### config.mk
export PLATFORM = sky130hd
export DESIGN_NAME = sbb_folder
export DESIGN_NICKNAME = d
export VERILOG_FILES = /design/src/rtl/sbf_pkg.sv /design/src/rtl/sbf_detect.sv /design/src/rtl/sbf_classify.sv /design/src/rtl/sbf_loop_ctr.sv /design/src/rtl/sbb_folder.sv
export SDC_FILE = /design/constraint.sdc
export NUM_CORES = 1
export LEC_CHECK = 0
export ABC_CLOCK_PERIOD_IN_PS = 8850
export BUFFER_PORTS_ARGS = -buffer_cell sky130_fd_sc_hd__buf_2
export CAP_MARGIN = 20
export CORE_AREA = 2 2 97 99
export CTS_BUF_LIST = sky130_fd_sc_hd__clkbuf_8
export CTS_CLUSTER_SIZE = 10
export DETAILED_ROUTE_END_ITERATION = 10
export DIE_AREA = 0 0 99 101
export GPL_TIMING_DRIVEN = 0
export HOLD_SLACK_MARGIN = 0.15
export PLACE_DENSITY = 0.83
export SLEW_MARGIN = 20
export SYNTH_ARGS = -nofsm -noshare
export SYNTH_HDL_FRONTEND = slang
export SYNTH_SLANG_ARGS = --single-unit
### constraint.sdc
create_clock -name clk_i -period 8.85 [get_ports clk_i]
set_clock_uncertainty 0.2 [all_clocks]
set_input_delay 0.4425 -clock clk_i [delete_from_list [all_inputs] [get_ports clk_i]]
set_output_delay 0.4425 -clock clk_i [all_outputs]
set_load 0.02 [all_outputs]
### src/rtl/sbf_pkg.sv
package sbf_pkg;
  // Per-cycle action on the loop tracker
  typedef enum logic [1:0] {
    EV_NONE  = 2'd0,
    EV_CLEAR = 2'd1,
    EV_LOAD  = 2'd2,
    EV_STEP  = 2'd3
  } ev_e;
endpackage

### src/rtl/sbf_detect.sv
module sbf_detect #(
  parameter int PC_W    = 32,
  parameter int DISP_W  = 12,
  parameter int CNT_W   = 5,
  parameter int ISZ_LG2 = 2
) (
  input  logic [PC_W-1:0]   pc_i,
  input  logic [DISP_W-1:0] disp_i,
  output logic              eligible_o,
  output logic [PC_W-1:0]   target_o
);
  localparam int HI_W = DISP_W - CNT_W;
  localparam int EXT_W = PC_W - DISP_W;

  logic [PC_W-1:0] disp_ext;

  // -1..-(2**CNT_W): every bit above the counter field is one
  assign eligible_o = &disp_i[DISP_W-1 -: HI_W];
  assign disp_ext   = {{EXT_W{disp_i[DISP_W-1]}}, disp_i};

  generate
    if (ISZ_LG2 == 0) begin : g_word
      assign target_o = pc_i + disp_ext;
    end else begin : g_byte
      assign target_o = pc_i + {disp_ext[PC_W-1-ISZ_LG2:0], {ISZ_LG2{1'b0}}};
    end
  endgenerate
endmodule

### src/rtl/sbf_classify.sv
module sbf_classify
  import sbf_pkg::*;
(
  input  logic valid_i,
  input  logic is_br_i,
  input  logic is_jmp_i,
  input  logic taken_i,
  input  logic res_valid_i,
  input  logic res_taken_i,
  input  logic tracking_i,
  input  logic pc_match_i,
  input  logic eligible_i,
  output ev_e  ev_o
);
  always_comb begin
    ev_o = EV_NONE;
    if (res_valid_i && !res_taken_i) begin
      ev_o = EV_CLEAR;
    end else if (valid_i) begin
      if (is_br_i && taken_i && eligible_i)      ev_o = EV_LOAD;
      else if (is_jmp_i || (is_br_i && taken_i)) ev_o = EV_CLEAR;
      else if (is_br_i && tracking_i && pc_match_i) ev_o = EV_CLEAR;
      else if (tracking_i)                       ev_o = EV_STEP;
    end
  end
endmodule

### src/rtl/sbf_loop_ctr.sv
module sbf_loop_ctr
  import sbf_pkg::*;
#(
  parameter int CNT_W = 5
) (
  input  logic             clk_i,
  input  logic             rst_ni,
  input  ev_e              ev_i,
  input  logic [CNT_W-1:0] seed_i,
  output logic             wrap_o
);
  logic [CNT_W-1:0] cnt_q, seed_q;

  // all ones = last body instruction before the branch
  assign wrap_o = (ev_i == EV_STEP) && (&cnt_q);

  always_ff @(posedge clk_i or negedge rst_ni) begin
    if (!rst_ni) begin
      cnt_q  <= '0;
      seed_q <= '0;
    end else begin
      unique case (ev_i)
        EV_LOAD: begin
          cnt_q  <= seed_i;
          seed_q <= seed_i;
        end
        EV_CLEAR: cnt_q <= '0;
        EV_STEP:  cnt_q <= wrap_o ? seed_q : cnt_q + 1'b1;
        default:  cnt_q <= cnt_q;
      endcase
    end
  end
endmodule

### src/rtl/sbb_folder.sv
module sbb_folder
  import sbf_pkg::*;
#(
  parameter int PC_W    = 32,
  parameter int DISP_W  = 12,
  parameter int CNT_W   = 5,
  parameter int ISZ_LG2 = 2
) (
  input  logic              clk_i,
  input  logic              rst_ni,
  input  logic              ins_valid_i,
  input  logic [PC_W-1:0]   ins_pc_i,
  input  logic              ins_is_br_i,
  input  logic              ins_is_jmp_i,
  input  logic              ins_taken_i,
  input  logic [DISP_W-1:0] ins_disp_i,
  input  logic              res_valid_i,
  input  logic              res_taken_i,
  output logic              fold_o,
  output logic [PC_W-1:0]   fold_target_o
);
  logic            eligible, wrap, pc_match;
  logic [PC_W-1:0] target;
  ev_e             ev;

  logic            tracking_q, fold_q;
  logic [PC_W-1:0] br_pc_q, tgt_q;

  sbf_detect #(
    .PC_W(PC_W), .DISP_W(DISP_W), .CNT_W(CNT_W), .ISZ_LG2(ISZ_LG2)
  ) u_detect (
    .pc_i      (ins_pc_i),
    .disp_i    (ins_disp_i),
    .eligible_o(eligible),
    .target_o  (target)
  );

  assign pc_match = (br_pc_q == ins_pc_i);

  sbf_classify u_classify (
    .valid_i    (ins_valid_i),
    .is_br_i    (ins_is_br_i),
    .is_jmp_i   (ins_is_jmp_i),
    .taken_i    (ins_taken_i),
    .res_valid_i(res_valid_i),
    .res_taken_i(res_taken_i),
    .tracking_i (tracking_q),
    .pc_match_i (pc_match),
    .eligible_i (eligible),
    .ev_o       (ev)
  );

  sbf_loop_ctr #(.CNT_W(CNT_W)) u_ctr (
    .clk_i (clk_i),
    .rst_ni(rst_ni),
    .ev_i  (ev),
    .seed_i(ins_disp_i[CNT_W-1:0]),
    .wrap_o(wrap)
  );

  always_ff @(posedge clk_i or negedge rst_ni) begin
    if (!rst_ni) begin
      tracking_q <= 1'b0;
      br_pc_q    <= '0;
      tgt_q      <= '0;
      fold_q     <= 1'b0;
    end else begin
      fold_q <= wrap;
      if (ev == EV_LOAD) begin
        tracking_q <= 1'b1;
        br_pc_q    <= ins_pc_i;
        tgt_q      <= target;
      end else if (ev == EV_CLEAR) begin
        tracking_q <= 1'b0;
      end
    end
  end

  assign fold_o        = fold_q;
  assign fold_target_o = fold_q ? tgt_q : '0;
endmodule

==> results of run 1 <==
stage by stage:
stage | hold WS [ns] | setup WS (ns) | power [mW] | instance area (sq um) | instances
floorplan | -0.05309 | 5.587 | 0.4817 | 5254 | 540
global placement | 0.2611 | 4.954 | 0.5360 | 5813 | 735
detailed placement | 0.1365 | 4.901 | 0.5417 | 5843 | 736
CTS | 0.1648 | 5.083 | 0.8177 | 6065 | 754
global route | 0.1670 | 4.746 | 0.8550 | 6065 | 754
finish | 0.1769 | 5.100 | 0.8138 | 6065 | 754
cell type report:
class | count | area (sq um)
clock inverter | 7 | 77.57
buffer | 23 | 145.1
inverter | 14 | 52.55
fill | 737 | 2913
tap | 111 | 138.9
multi-input combinational | 429 | 3204
timing repair buffer | 87 | 470.5
clock buffer | 9 | 123.9
sequential | 74 | 1852
layer usage:
layer	wire length, um	part of all wire [%]
met4	165	1.3
met2	6386	49
met5	0	0
met3	680	5.2
met1	5868	45
sequential cells by signal, indices dropped and copies added (netlist names):
name          cells
tracking_q        1
u_ctr.seed_q      5
u_ctr.cnt_q       5
tgt_q            30
br_pc_q          32
fold_o            1
Yosys cell counts (13+ instances only):
master	number
dfrtp_1	74
mux2_2	55
a21oi_1	45
xnor2_1	44
nand2_1	39
and2_1	35
ha_1	34
o21ai_0	27
nand3_1	20
clkbuf_1	15
inv_1	14
nand4_1	13
nor2_1	13
worst register-to-register path: stages, from the launching register on:
cell	delay, ns
dfrtp_1	0.39
xnor2_1	0.16
nand4_1	0.17
nor4_1	0.30
nand4_1	0.10
or4_1	0.55
a31o_2	0.28
and3_1	0.18
ha_1	0.19
clkbuf_8	0.15
clkbuf_1	0.27
clkbuf_1	0.34
o21ai_0	0.23
o311ai_1	0.12
cells by family (layout without fill, tap and decap cells):
family | Yosys count | count (layout) | synth area share [%]
AND/OR/NAND/NOR | 160 | 160 | 16.41
AO/OA/AOI/OAI | 123 | 123 | 14.96
flip-flops | 74 | 74 | 35.25
multiplexers | 56 | 56 | 11.98
XOR/XNOR | 55 | 55 | 9.169
buffers and inverters | 37 | 140 | 3.763
adder cells (fa/ha/maj) | 35 | 35 | 8.478
what timing repair did:
action / in CTS / in global routing
hold buffers: 2 / 0
resized for setup: 0 / 0
hold endpoints to repair: 75 / 0
power breakdown:
group          switching [mW]  internal (mW)
clock network           0.143          0.132
registers             0.00518          0.346
logic                   0.109         0.0789
final timing paths:
check / end / slack (ns) / cells after the start
min in group asynchronous: tgt_q[25]$_DFFE_PN0P_ / 0.30 / 2
setup reg to reg: tgt_q[29]$_DFFE_PN0P_ / 5.10 / 13
hold / removal: br_pc_q[1]$_DFFE_PN0P_ / 0.18 / 2
max in group asynchronous: u_ctr.seed_q[2]$_DFFE_PN0P_ / 7.59 / 3
setup / recovery: tgt_q[29]$_DFFE_PN0P_ / 5.10 / 13
hold reg to reg: tgt_q[7]$_DFFE_PN0P_ / 0.28 / 2
==> run summary, run 1 <==
status - finished, final reports clean
CTS H-tree lvls - 3
crit path max-delay cell type - or4_1
initial antenna violation count - 0
crit end category - flop
Max Cap Viol - 0
Pre-antenna DRT Iters - 5
Synth top area share - 35.25%
post-DR wirelength/cell - 17.37 um
Synth cell types - 58
IO Port Bufs - 84
GR Layer Usage met2 - 45.48%
Period minus WS final - 3.750 ns
Core ar. - 8977 sq um
row count - 35
syn_area_per_cell - 9.729 sq um
maximum operating frequency - 266.7 MHz
routed vias - 4466
Final Setup Violations - 0
worst slew pin tran - 0.6368 ns
largest net degree at the start of global routing - 58
Post-Syn Instances - 540
Synth Warn # - 0
critical path data arrival time - 3.78 ns
ys async rst share - 100.0%
setup TNS - 0 ns
CTS root buffer - clkbuf_8
most frequent cells in the layout - 83 x buf_2, 74 x dfrtp_1, 55 x mux2_2
final hold violation count - 0
crit-path max cell delay - 0.55 ns
Final Util - 67.55%
Pwr Density - 134.2 nW/um^2
CTS tree - yes
Slew HR - 57.55%
CP startpoint - br_pc_q[8]$_DFFE_PN0P_
crit path kind - reg -> reg
HP Start - ins_pc_i[1]
Worst Path Max Fanout - 10
gr usage total - 27.39%
Final nets - 725
Layout area overhead - 15.43%
# Post-CTS Setup Buffers - 0
HPWL Detailed - 10.17 mm
Inserted Diodes - 0
I/O Pins - 85
Hold Crit Class - in -> reg
clk sinks - 74
Tcrit/Tclk final - 42.38%
Mapped Nets - 627
Most used DFF post-synth - dfrtp_1
GRT Max-Usage Layer - met2
CTS clk-pin slew, worst paths - 0.09 ns
Peak VDD IR - 0.00009779 V
vias in the first global route - 4369
most common cell after layout, fill and taps aside - buf_2
Cell Area, Synth - 5254 sq um
RD Place Congestion - 0.8940
Worst-Skew Late Latency - 0.35 ns
GR Util met1 - 38.34%
Crit path required time - 8.88 ns
static leakage - 2.938 nW
critical path's top delay family - simple AND/OR/NAND/NOR gates
Overflow after GRT - 0
flops & latches, synth - 74
die width - 99 um
number of DRC markers in iteration 0 - 210
worst-path cell chain - xnor2_1 -> nand4_1 -> nor4_1 -> nand4_1 -> or4_1 -> a31o_2 -> and3_1 -> ha_1 -> clkbuf_8 -> clkbuf_1 -> clkbuf_1 -> o21ai_0 -> o311ai_1
Slew Limit Fails - 0
full die area - 9999 sq um
first-pass GRT wire length - 21.89 mm
Vias/cell - 5.923
Routed Antenna Nets - 0
layout cells sized above 1 - 27.22%
ranking of synthesized cells by area - dfrtp_1 35%, mux2_2 12%, ha_1 8.1%, xnor2_1 7.3%, a21oi_1 4.3%
Routed WL - 13.10 mm
Initial Util - 58.52%
CTS Buffer Depth - 2
Critical Path Source Type - flop
DIE HEIGHT - 101 um
number of synthesized flops with an enable pin - 0
Buf/Inv on CP - 3
Residual DRC - 0
unrepaired setup endpoints after global routing - no
M3 GR Usage - 3.051%
area leader, netlist - dfrtp_1
r2r startpoint - br_pc_q[8]$_DFFE_PN0P_
sequential area share after synthesis - 35.25%
number of CTS-inserted buffers - 9
Note: power is estimated with default switching activity, not from simulation.
==> run 2: changes to the inputs <==
ABC_CLOCK_PERIOD_IN_PS = 3400   (was 8850)
CORE_AREA = 2 2 103 105   (was 2 2 97 99)
DIE_AREA = 0 0 105 107   (was 0 0 99 101)
PLACE_DENSITY = 0.77   (was 0.83)
clock period = 3.4 ns   (was 8.85 ns; I/O delays follow)
==> run 2 against run 1 <==
Combinational power grew to 2.9 times the previous value; sequential power increased to 2.6 times the previous value; register-to-register slack worse by 5.0 ns; via count grew 6.6%; critical path type is now in -> reg; critical endpoint is now tgt_q[24]$_DFFE_PN0P_; highest routed layer unchanged.
==> run summary, run 2 (synthesis results as in run 1) <==
die width - 105 um
routed vias - 4760
Crit path required time - 3.50 ns
I/O Pins - 85
CTS tree - yes
sequential share of power - 41.1%
Placement Setup Slack - -0.4032 ns
Slew HR - 44.05%
max reg flops - 32
Critical Path Source Type - input pin
Pre-antenna DRT Iters - 5
crit end category - flop
IO Port Bufs - 84
M1 WL - 6.050 mm
Switch Pwr - 0.6607 mW
final hold violation count - 0
Overflow after GRT - 0
maximum operating frequency - 301.8 MHz
Final Cell Area - 6714 sq um
Switching Share - 29.64%
Residual DRC - 0
worst slew pin tran - 0.8365 ns
max layer used - met4
met3 routed WL - 804 um
Routed WL - 14.26 mm
routed wl met2 - 7.031 mm
crit-path max cell delay - 0.59 ns
layout cells sized above 1 - 29.01%
non-filler cells in the finished layout - 822
Core ar. - 10090 sq um
Peak VDD IR - 0.0002023 V
critical path's top delay family - simple AND/OR/NAND/NOR gates
CTS clk-pin slew, worst paths - 0.08 ns
Buf/Inv on CP - 3
initial antenna violation count - 0
Final nets - 768
most frequent cells in the layout - 77 x buf_2, 74 x dfrtp_1, 55 x mux2_2
Initial Util - 52.06%
Final Setup Violations - 0
static leakage - 3.253 nW
Cell Count Post-Placement - 761
Pwr Density - 331.9 nW/um^2
final setup margin - 0.08669 ns
clk sinks - 74
row count - 37
Routed Antenna Nets - 0
HPWL Detailed - 10.53 mm
vias in the first global route - 4771
status - finished, final reports clean
Layout area overhead - 27.79%
crit path kind - in -> reg
Largest regs - br_pc_q x32, tgt_q x30
crit path max-delay cell type - dlygate4sd3_1
RD Place Congestion - 0.9595
number of CTS-inserted buffers - 9
Slew Limit Fails - 0
CTS Buffer Depth - 2
gr usage total - 25.82%
Final Util - 66.53%
register with the most flip-flops - br_pc_q
largest net degree at the start of global routing - 57
Tcrit/Tclk final - 97.45%
Vias/cell - 5.791
full die area - 11240 sq um
post-DR wirelength/cell - 17.35 um
Period minus WS final - 3.313 ns
Worst-Skew Late Latency - 0.37 ns
number of DRC markers in iteration 0 - 361
Pint - 1.568 mW
CTS root buffer - clkbuf_8
Hold Crit Class - in -> reg
most common cell after layout, fill and taps aside - buf_2
combinational share of power - 24.0%
Max Cap Viol - 0
CTS H-tree lvls - 3
critical path data arrival time - 3.41 ns
DIE HEIGHT - 107 um
clock share of power - 34.9%
Inserted Diodes - 0
placed cell areas - 5874 sq um
Worst Path Max Fanout - 5
worst-path cell chain - buf_2 -> dlygate4sd3_1 -> ha_1 -> inv_1 -> fa_1 -> and2b_2 -> o2111ai_1 -> nand3b_2 -> a41oi_2 -> o41a_1 -> or4_1 -> nand3_1
first-pass GRT wire length - 22.85 mm
-- run 2: cell count changes in the layout (fill, tap and decap cells not counted), sizes merged --
| cell | delta |
|---|---|
| clkinvlp | -2 |
| clkbuf | -1 |
| dlymetal6s4s | +3 |
| bufinv | +1 |
| dlygate4sd3 | +37 |
| clkinv | +2 |
| buf | +5 |
| inv | -2 |
-- run 2: final cells by class --
cell class / instances / area, sq um
clock inverter: 6 / 81.33
clock buffer: 10 / 137.6
timing repair buffer: 130 / 919.6
sequential: 74 / 1852
buffer: 23 / 191.4
inverter: 14 / 56.30
multi-input combinational: 429 / 3306
tap: 136 / 170.2
fill: 831 / 3378
-- run 2: worst paths after layout --
path | slack (ns) | end | depth (start not counted) | from
max | 0.09 | tgt_q[24]$_DFFE_PN0P_ | 12 | ins_pc_i[2]
min | 0.12 | br_pc_q[3]$_DFFE_PN0P_ | 2 | ins_pc_i[3]
max reg2reg | 0.09 | tgt_q[29]$_DFFE_PN0P_ | 13 | br_pc_q[26]$_DFFE_PN0P_
min reg2reg | 0.28 | tgt_q[3]$_DFFE_PN0P_ | 2 | tgt_q[3]$_DFFE_PN0P_
max in group asynchronous | 1.11 | br_pc_q[10]$_DFFE_PN0P_ | 4 | rst_ni
min in group asynchronous | 0.66 | tgt_q[21]$_DFFE_PN0P_ | 4 | rst_ni
-- run 2: per-layer routing --
layer | up-vias | GRT usage (%)
li1 | 2238 | -
met1 | 2315 | 32.67
met2 | 176 | 44.57
met3 | 31 | 3.404
met4 | 0 | 10.76
met5 | - | 0
-- run 2: power groups by stage --
| stage | logic (mW) | registers (mW) | clock network, mW |
|---|---|---|---|
| global placement | 0.464 | 0.931 | 0 |
| detailed placement | 0.481 | 0.932 | 0 |
| CTS | 0.523 | 0.914 | 0.786 |
| finish | 0.536 | 0.915 | 0.778 |
| global route | 0.588 | 0.918 | 0.822 |
| floorplan | 0.325 | 0.928 | 0 |
-- run 2: what timing repair did --
item,in CTS,in global routing
resized for setup,19,19
setup buffers,5,4
endpoints found under the hold margin,121,1
endpoints found under the setup margin,68,65
pin swaps,8,13
cloned,0,0
hold buffers,41,1
-- run 2: worst reg2reg max path, delay by kind of cell, from the launching register on --
family	cells	cell delay, ns
simple gates	5	1.31
buf+inv	3	0.47
compound gates	3	0.46
flops	1	0.42
xor+xnor	1	0.19
fa+ha+maj	1	0.15
-- run 2: per-stage QoR --
step	power, mW	hold slack (ns)	setup TNS (ns)
3_5_place_dp	1.413	-0.1243	-10.86
5_1_grt	2.328	0.1572	-0.004878
4_1_cts	2.224	0.1551	0
2_1_floorplan	1.254	-0.3256	0
3_3_place_gp	1.394	0.2289	-8.694
6_report	2.229	0.1221	0
